`src/rtl/mq_pkg.sv`:
```
package mq_pkg;
    parameter int AGE_W  = 5;
    parameter int ADDR_W = 16;

    typedef struct packed {
        logic              vld;
        logic [AGE_W-1:0]  age;
        logic              known;
        logic [ADDR_W-1:0] addr;
    } mq_entry_t;

    // a is older than b when the modular difference is negative
    function automatic logic is_older(input logic [AGE_W-1:0] a,
                                      input logic [AGE_W-1:0] b);
        logic [AGE_W-1:0] diff;
        diff = a - b;
        return diff[AGE_W-1];
    endfunction
endpackage

```
`src/rtl/mq_queue.sv`:
```
module mq_queue
    import mq_pkg::*;
#(
    parameter int DEPTH = 4
) (
    input  logic                    clk,
    input  logic                    rst_n,
    input  logic                    enq_valid,
    input  logic [AGE_W-1:0]        enq_age,
    input  logic                    enq_known,
    input  logic [ADDR_W-1:0]       enq_addr,
    output logic                    enq_ready,
    input  logic                    upd_valid,
    input  logic [AGE_W-1:0]        upd_age,
    input  logic [ADDR_W-1:0]       upd_addr,
    input  logic                    deq,
    output mq_entry_t [DEPTH-1:0]   ents,
    output mq_entry_t               head
);
    localparam int PW = (DEPTH > 1) ? $clog2(DEPTH) : 1;
    localparam int CW = $clog2(DEPTH + 1);

    typedef struct packed {
        mq_entry_t [DEPTH-1:0] ent;
        logic [PW-1:0]         hd;
        logic [PW-1:0]         tl;
        logic [CW-1:0]         cnt;
    } q_state_t;

    q_state_t s_d, s_q;
    logic     enq_fire;

    function automatic logic [PW-1:0] ptr_next(input logic [PW-1:0] p);
        return (p == PW'(DEPTH - 1)) ? '0 : p + 1'b1;
    endfunction

    assign enq_ready = (s_q.cnt != CW'(DEPTH));
    assign enq_fire  = enq_valid && enq_ready;
    assign ents      = s_q.ent;
    assign head      = s_q.ent[s_q.hd];

    always_comb begin
        s_d = s_q;
        // late address fill for an entry still waiting on its address
        for (int i = 0; i < DEPTH; i++) begin
            if (upd_valid && s_q.ent[i].vld && !s_q.ent[i].known &&
                s_q.ent[i].age == upd_age) begin
                s_d.ent[i].known = 1'b1;
                s_d.ent[i].addr  = upd_addr;
            end
        end
        if (deq) begin
            s_d.ent[s_q.hd].vld = 1'b0;
            s_d.hd              = ptr_next(s_q.hd);
        end
        if (enq_fire) begin
            s_d.ent[s_q.tl].vld   = 1'b1;
            s_d.ent[s_q.tl].age   = enq_age;
            s_d.ent[s_q.tl].known = enq_known;
            s_d.ent[s_q.tl].addr  = enq_addr;
            s_d.tl                = ptr_next(s_q.tl);
        end
        case ({enq_fire, deq})
            2'b10:   s_d.cnt = s_q.cnt + 1'b1;
            2'b01:   s_d.cnt = s_q.cnt - 1'b1;
            default: s_d.cnt = s_q.cnt;
        endcase
    end

    always_ff @(posedge clk) begin
        if (!rst_n) s_q <= '0;
        else        s_q <= s_d;
    end
endmodule

```
`src/rtl/mq_conflict.sv`:
```
module mq_conflict
    import mq_pkg::*;
#(
    parameter int N = 4
) (
    input  mq_entry_t           cand,
    input  mq_entry_t [N-1:0]   others,
    output logic                block
);
    logic [N-1:0] hit;

    for (genvar g = 0; g < N; g++) begin : g_cmp
        assign hit[g] = others[g].vld &&
                        is_older(others[g].age, cand.age) &&
                        (!others[g].known || (others[g].addr == cand.addr));
    end

    assign block = |hit;
endmodule

```
`src/rtl/memq_guard.sv`:
```
module memq_guard
    import mq_pkg::*;
#(
    parameter int DEPTH = 4
) (
    input  logic              clk,
    input  logic              rst_n,
    input  logic              ld_enq_valid,
    input  logic [AGE_W-1:0]  ld_enq_age,
    input  logic              ld_enq_known,
    input  logic [ADDR_W-1:0] ld_enq_addr,
    output logic              ld_enq_ready,
    input  logic              st_enq_valid,
    input  logic [AGE_W-1:0]  st_enq_age,
    input  logic              st_enq_known,
    input  logic [ADDR_W-1:0] st_enq_addr,
    output logic              st_enq_ready,
    input  logic              upd_valid,
    input  logic              upd_store,
    input  logic [AGE_W-1:0]  upd_age,
    input  logic [ADDR_W-1:0] upd_addr,
    output logic              ld_rel_valid,
    output logic [AGE_W-1:0]  ld_rel_age,
    output logic [ADDR_W-1:0] ld_rel_addr,
    output logic              st_rel_valid,
    output logic [AGE_W-1:0]  st_rel_age,
    output logic [ADDR_W-1:0] st_rel_addr
);
    mq_entry_t [DEPTH-1:0] ld_ents, st_ents;
    mq_entry_t             ld_head, st_head;
    logic                  ld_blk_by_st, st_blk_by_ld, st_blk_by_st;
    logic                  ld_go, st_go;

    mq_queue #(.DEPTH(DEPTH)) u_ldq (
        .clk       (clk),
        .rst_n     (rst_n),
        .enq_valid (ld_enq_valid),
        .enq_age   (ld_enq_age),
        .enq_known (ld_enq_known),
        .enq_addr  (ld_enq_addr),
        .enq_ready (ld_enq_ready),
        .upd_valid (upd_valid && !upd_store),
        .upd_age   (upd_age),
        .upd_addr  (upd_addr),
        .deq       (ld_go),
        .ents      (ld_ents),
        .head      (ld_head)
    );

    mq_queue #(.DEPTH(DEPTH)) u_stq (
        .clk       (clk),
        .rst_n     (rst_n),
        .enq_valid (st_enq_valid),
        .enq_age   (st_enq_age),
        .enq_known (st_enq_known),
        .enq_addr  (st_enq_addr),
        .enq_ready (st_enq_ready),
        .upd_valid (upd_valid && upd_store),
        .upd_age   (upd_age),
        .upd_addr  (upd_addr),
        .deq       (st_go),
        .ents      (st_ents),
        .head      (st_head)
    );

    // read-after-write: head load against all stores
    mq_conflict #(.N(DEPTH)) u_ld_vs_st (
        .cand   (ld_head),
        .others (st_ents),
        .block  (ld_blk_by_st)
    );

    // write-after-read: head store against all loads
    mq_conflict #(.N(DEPTH)) u_st_vs_ld (
        .cand   (st_head),
        .others (ld_ents),
        .block  (st_blk_by_ld)
    );

    // write-after-write: head store against the other stores
    mq_conflict #(.N(DEPTH)) u_st_vs_st (
        .cand   (st_head),
        .others (st_ents),
        .block  (st_blk_by_st)
    );

    assign ld_go = ld_head.vld && ld_head.known && !ld_blk_by_st;
    assign st_go = st_head.vld && st_head.known && !st_blk_by_ld && !st_blk_by_st;

    assign ld_rel_valid = ld_go;
    assign ld_rel_age   = ld_head.age;
    assign ld_rel_addr  = ld_head.addr;
    assign st_rel_valid = st_go;
    assign st_rel_age   = st_head.age;
    assign st_rel_addr  = st_head.addr;
endmodule

```
`config.mk`:
```
export PLATFORM = sky130hd
export DESIGN_NAME = memq_guard
export DESIGN_NICKNAME = d
export VERILOG_FILES = /design/src/rtl/mq_pkg.sv /design/src/rtl/mq_queue.sv /design/src/rtl/mq_conflict.sv /design/src/rtl/memq_guard.sv
export SDC_FILE = /design/constraint.sdc
export NUM_CORES = 1
export LEC_CHECK = 0
export BUFFER_PORTS_ARGS = -buffer_cell sky130_fd_sc_hd__buf_2
export CAP_MARGIN = 15
export CORE_ASPECT_RATIO = 0.75
export CORE_MARGIN = 10
export CORE_UTILIZATION = 45
export CTS_CLUSTER_DIAMETER = 150
export DETAILED_ROUTE_END_ITERATION = 16
export GPL_TIMING_DRIVEN = 0
export SLEW_MARGIN = 20
export SYNTH_ARGS = -nofsm -noshare
export SYNTH_HDL_FRONTEND = slang
export SYNTH_SLANG_ARGS = --single-unit
```
`constraint.sdc`:
```
create_clock -name clk -period 7.3 [get_ports clk]
set_input_delay 0.73 -clock clk [delete_from_list [all_inputs] [get_ports clk]]
set_output_delay 0.73 -clock clk [all_outputs]
set_load 0.02 [all_outputs]
```
======== After elaboration in Yosys (flattened, before gate mapping) ========
Cells that the tools add are included.
cells by class
  add/subtract/negate cells ............... 20
  magnitude comparators ................... 8
  multiplexer cells ....................... 52
  reductions and logical operators ........ 90
  equal/unequal tests ..................... 30
operators by type and width
  kind                   number
  $bwmux W92             10
  $demux W23 S2          10
  $eq A16 B16 Y1         12
  $mux W94               2
  $mux W92               2
  $mux W17               10
  $mux W23               6
  $bmux W23 S2           2
  $logic_and A1 B1 Y1    61
  $sub A5 B5 Y5          12
  $mux W22               2
  $eq A5 B5 Y1           8
  $mux W16               2
  $eq A2 B2 Y1 const B   6
  $logic_not A1 Y1       12
  $logic_or A1 B1 Y1     12
  $lt A2 B3 Y1 const B   4
  $pmux W3 S2            2
  $reduce_or A4 Y1       3
  $add A2 B1 Y2 const B  4
  $ge A2 B1 Y1 const B   4
  $mux W2                4
  $add A3 B1 Y3 const B  2
  $ne A3 B3 Y1 const B   2
  other kinds (3)        6
storage, ports and cells
  output and inout bits ................... 46
  word-level logic and storage cells ...... 238
  flip-flop bits (word level) ............. 198
  input bits .............................. 71

======== Logic depth before layout (Yosys ltp) ========
  depth after elaboration ................. 15
  gate-level depth with buffers ........... 19
  gate-level depth less buffers ........... 15

======== Modules after synthesis ========
Synthesis repeated with hierarchy kept, for this count alone.
second synthesis, totals
  cells, all modules ...................... 1855
  area, all modules ....................... 15751.4 µm²
by module, submodules not included
  module             area an instance (µm²)  cells each  sequential area each (µm²)  times used
  mq_queue at u_ldq  6168.4                  705         1981.9                      1
  mq_queue at u_stq  6039.5                  705         1981.9                      1
  mq_conflict        1169.9                  147         0.0                         3
  memq_guard         33.8                    4           0.0                         1

======== Worst setup path after synthesis ========
Ideal clock, no wire load.
  path kind ............................... reg-to-reg
  start point ............................. reg u_stq.s_q[5] (netlist bit)
  end point ............................... reg u_stq.s_q[2] (netlist bit)
  path slack .............................. 2508 ps
  library setup time ...................... 76 ps
  period minus slack after synthesis ...... 4792 ps
  buffers on the path ..................... 4
  stages on the path, launching flop included .. 19
  required time ........................... 7224 ps
  data arrival time ....................... 4716 ps
  cells stage by stage .................... dfxtp_1 > buf_4 > buf_2 > buf_2 > buf_2 > mux4_2 > inv_1 > ha_1 > a21o_1 > a211oi_1 > xnor2_1 > a31oi_1 > nand4_1 > nor4_4 > ha_1 > fa_1 > xnor2_1 > or3_1 > a21boi_0
on the way
  longest elaborated chain between the ends .. 11
  elaborated cells on any way between the ends .. 53
  those cells by class .................... 8 x add/sub; 10 x eq/ne; 3 x mux; 32 x reduce/logical
RTL lines
  what                                                      RTL line           source
  start, declared                                           mq_queue.sv:30     q_state_t s_d, s_q;
  start signal, assigned                                    mq_queue.sv:71     if (!rst_n) s_q <= '0;
  start signal, assigned                                    mq_queue.sv:72     else s_q <= s_d;
  $bmux W23 S2 (*)                                          mq_queue.sv:40     assign head = s_q.ent[s_q.hd];
  $mux W23 (implied by the code) (*)                        mq_queue.sv:40
  via st_rel_age[2]                                         memq_guard.sv:26   output logic [AGE_W-1:0] st_rel_age,
  $sub A5 B5 Y5                                             mq_pkg.sv:16       diff = a - b;
  $logic_and A1 B1 Y1                                       mq_conflict.sv:13  assign hit[g] = others[g].vld &&
  $logic_and A1 B1 Y1                                       mq_conflict.sv:14  is_older(others[g].age, cand.age) &&
  $reduce_or A4 Y1                                          mq_conflict.sv:18  assign block = |hit;
  $logic_not A1 Y1                                          memq_guard.sv:88   assign st_go = st_head.vld && st_head.known && !st_blk_by_ld && !st_blk_by_st;
  $logic_and A1 B1 Y1                                       memq_guard.sv:88
  $logic_and A1 B1 Y1 (*)                                   memq_guard.sv:88
  via st_rel_valid                                          memq_guard.sv:25   output logic st_rel_valid,
  $eq A2 B1 Y1 / $eq A2 B2 Y1 (equally long branches)       mq_queue.sv:63     case ({enq_fire, deq})
  $pmux W3 S2 / $reduce_bool A2 Y1 (equally long branches)  --
Mark *: on every way through the listed nets, which the timed path passes. The rest lies on a longest branch. The select of a mux whose other input is x is not followed.
A chain may end at the register's enable or synchronous reset.

======== Worst setup path in the final report ========
  start point ............................. reg u_stq.s_q[5] (netlist bit)
  end point ............................... out st_rel_valid
on the way
  longest elaborated chain between the ends .. 9
  elaborated cells on any way between the ends .. 49
  those cells by class .................... 8 x add/sub; 8 x eq/ne; 2 x mux; 31 x reduce/logical
RTL lines
  what                                                              RTL line
  $bmux W23 S2 (*)                                                  mq_queue.sv:40
  $mux W23 (implied by the code) (*)                                mq_queue.sv:40
  $sub A5 B5 Y5 / $eq A16 B16 Y1 (equally long branches)            mq_pkg.sv:16, mq_conflict.sv:15
  $logic_and A1 B1 Y1 / $logic_or A1 B1 Y1 (equally long branches)  mq_conflict.sv:13, mq_conflict.sv:15
  $logic_and A1 B1 Y1                                               mq_conflict.sv:14
  $reduce_or A4 Y1                                                  mq_conflict.sv:18
  $logic_not A1 Y1                                                  memq_guard.sv:88
  $logic_and A1 B1 Y1                                               memq_guard.sv:88
  $logic_and A1 B1 Y1 (*)                                           memq_guard.sv:88
  end, declared                                                     memq_guard.sv:25
Mark *: on every way between the ends. The rest lies on a longest branch, timed or not. The select of a mux whose other input is x is not followed.

==> flow_summary_export.csv <==
group,metric,value,unit
clock_network,cts.clk_slew.worst_paths,0.08,ns
die,die_x,230.5,um
logic_synthesis,synth_cell_types,58,
sta,finalCritPeriodShare,85.50,%
die,core_area,32590,um2
drt,first_iter_violations,1681,
logic_synthesis,synth_fa_ha_area_share,4.786,%
critical_path,critical_path_arrival,5.51,ns
critical_path,worst-path-max-fanout,10,
finish,final_common_cell,"nand2_1",
die,start_util,45.88,%
clock_network,cts_buffers,17,
finish,fin_util,50.93,%
finish,nets,1910,
logic_synthesis,synth_largest_area_cell,"dfxtp_1",
job,drv_cap,0,
drt,num_vias,13770,
global_routing,grt_usage,29.44,%
logic_synthesis,ys_warn_count,0,
logic_synthesis,synth-xor-area-share,17.16,%
clock_network,cts_hold_buf,0,
sta,rsz0062_at_grt,"no",
sta,clock_skew,0.01305,ns
outcome,outcome,"completed",
drt,drc,0,
logic_synthesis,synth_simple_gate_area_share,12.23,%
sta,max_freq,160.2,MHz
sta,slew_violations,0,
drt,firstDrtPassIters,5,
pwr,p_leak,8.153,nW
logic_synthesis,yosysTopAreaCellShare,26.51,%
die,die_area,41000,um2
global_routing,grt_max_degree,20,
logic_synthesis,synth_top_family_by_area,"XOR/XNOR gates",
logic_synthesis,yosysSeqAreaShare,26.51,%
clock_network,cts_sinks,198,
global_routing,grt_pass1_wl,88980,um
die,die_y,177.9,um
logic_synthesis,synth-main-ff-cell,"dfxtp_1",
logic_synthesis,syn_inst,1670,
clock_network,cts_root_buf,"clkbuf_16",
clock_network,postCtsSetupRepairBufs,0,
die,io_pins,117,
sta,tightest_slew,1.092,ns
logic_synthesis,synth_nets,1797,
finish,area_growth,10.99,%
finish,antenna-diode-count,0,
sta,finalHoldViolCount,0,
drt,route.antenna.remaining_nets,0,
finish,n_fill_cell,3132,
clock_network,clock_latency,0.48,ns
critical_path,end_kind,"output pin",
drt,routedWlPerCell,27.68,um
place,globalplace.congestion,0.9975,
logic_synthesis,synth_seq_cells,198,
finish,drive_gt1_share,12.42,%
global_routing,antenna_found_initial,1,
hold_path,min_delay_path_depth,2,
logic_synthesis,async_reset_ff_share,0,%
finish,final_cell_mix,"nand2_1, dfxtp_1, xnor2_1, mux2i_1, clkbuf_1",
place,detailed_place_hpwl,46630,um
sta,tns,0,ns
pwr,power_density,197.5,nW/um2
pwr,ir_worst_vdd,0.1893,mV
critical_path,worstSetupPathType,"reg -> out",
clock_network,cts_tree,"done",
logic_synthesis,synth_area,14950,um2
sta,setup_violations,0,
critical_path,reg2reg_depth,19,
hold_path,hp-class,"reg -> reg",
logic_synthesis,synth_edf_count,0,
logic_synthesis,synth_compound_area_share,16.14,%
logic_synthesis,syn-mean-instance-area,8.955,um2
sta,period_minus_slack,6.242,ns
place,port_buffers,94,
die,num_rows,57,
clock_network,cts_buffer_depth,2,
logic_synthesis,ys_top_cells_by_area,"dfxtp_1, mux2i_1, xnor2_1, o211a_1, xor2_1",
clock_network,cts_max_level,4,
sta,max-slew-margin-rel,27.20,%
logic_synthesis,muxShareOfSynthArea,16.58,%
global_routing,grt.overflow.total,0,
global_routing,first_global_vias,13130,
drt,vias_per_cell,6.151,
clock_network,post_cts_resized,0,
critical_path,crit_path_start_kind,"flip-flop",
drt,wirelength,61960,um
critical_path,crit_required,6.57,ns
## cells by family (layout without fill, tap and decap cells)
group / after synthesis / in the layout
and+or+nand+nor: 400 / 400
AOI/OAI and AO/OA: 297 / 297
xor gates and xnor gates: 293 / 293
muxes: 195 / 195
adders and majority gates: 56 / 56
buffers and inverters: 231 / 357
DFF: 198 / 198
## Yosys cell counts, types with 36 or more instances
library cell,instances
nand2_1,247
dfxtp_1,198
xnor2_1,166
mux2i_1,151
clkbuf_1,139
o211a_1,129
xor2_1,127
ha_1,54
a21boi_0,46
mux4_2,42
buf_2,39
o21ai_0,36
## final cells by class
type | instances | area [um2] | share of cell area [%]
multi-input combinational | 1241 | 10000 | 60.27
sequential | 198 | 3964 | 23.88
buffer | 199 | 865.8 | 5.216
tap | 442 | 553.0 | 3.332
timing repair buffer | 94 | 470.5 | 2.834
clock buffer | 18 | 439.2 | 2.646
clock inverter | 14 | 181.4 | 1.093
inverter | 32 | 120.1 | 0.7237
## critical path, stage by stage (launching register included)
cell and delay [ns]:
dfxtp_1 0.44, buf_4 0.30, buf_2 0.41, buf_2 0.35
buf_2 0.36, mux4_2 0.57, inv_1 0.36, ha_1 0.32
nand3_1 0.08, a21oi_1 0.04, a211oi_1 0.31, xnor2_1 0.14
a31oi_1 0.18, nand4_1 0.22, nor4_4 0.62, buf_2 0.30
## power by group
part	internal (W)	switching (W)	leakage, nW	total [W]
combinational	0.000399	0.000631	6.23	0.00103
clock	0.000532	0.000502	0.308	0.00103
sequential	0.00114	0.0000709	1.61	0.00121
total	0.00207	0.00120	8.15	0.00328
## metal layers
metal | vias up | GRT usage, % | routed length (um)
met4 | 0 | 8.696 | 1453
li1 | 6072 | - | -
met2 | 817 | 44.31 | 26730
met5 | - | 0 | 0
met1 | 6781 | 40.98 | 27200
met3 | 97 | 6.924 | 6581
## state kept, by name, indices dropped and copies added (netlist names)
register	count
u_stq.ents	92
u_ldq.s_q	7
u_ldq.ents	92
u_stq.s_q	7
## path summary, 6_finish.rpt
check,start,endpoint,slack (ns)
worst max-delay path,u_stq.s_q[5],st_rel_valid,1.06
worst min-delay path,u_stq.s_q[2],u_stq.s_q[2],0.51
worst max register to register,u_stq.s_q[5],u_stq.s_q[2],1.42
worst min register to register,u_stq.s_q[2],u_stq.s_q[2],0.51
## metrics by stage
stage          instances  setup slack [ns]  hold slack, ns  power [W]  area [um2]
6_report            2238             1.058          0.5074   0.003278       16600
3_3_place_gp        2206             1.507          0.4817   0.002225       15980
3_5_place_dp        2206             1.503          0.4973   0.002237       15980
4_1_cts             2238             1.086          0.5091   0.003262       16600
5_1_grt             2238            0.7931          0.5385   0.003393       16600
2_1_floorplan       1670             2.508          0.4648   0.001905       14950
Power figures use the tool's default switching activity.
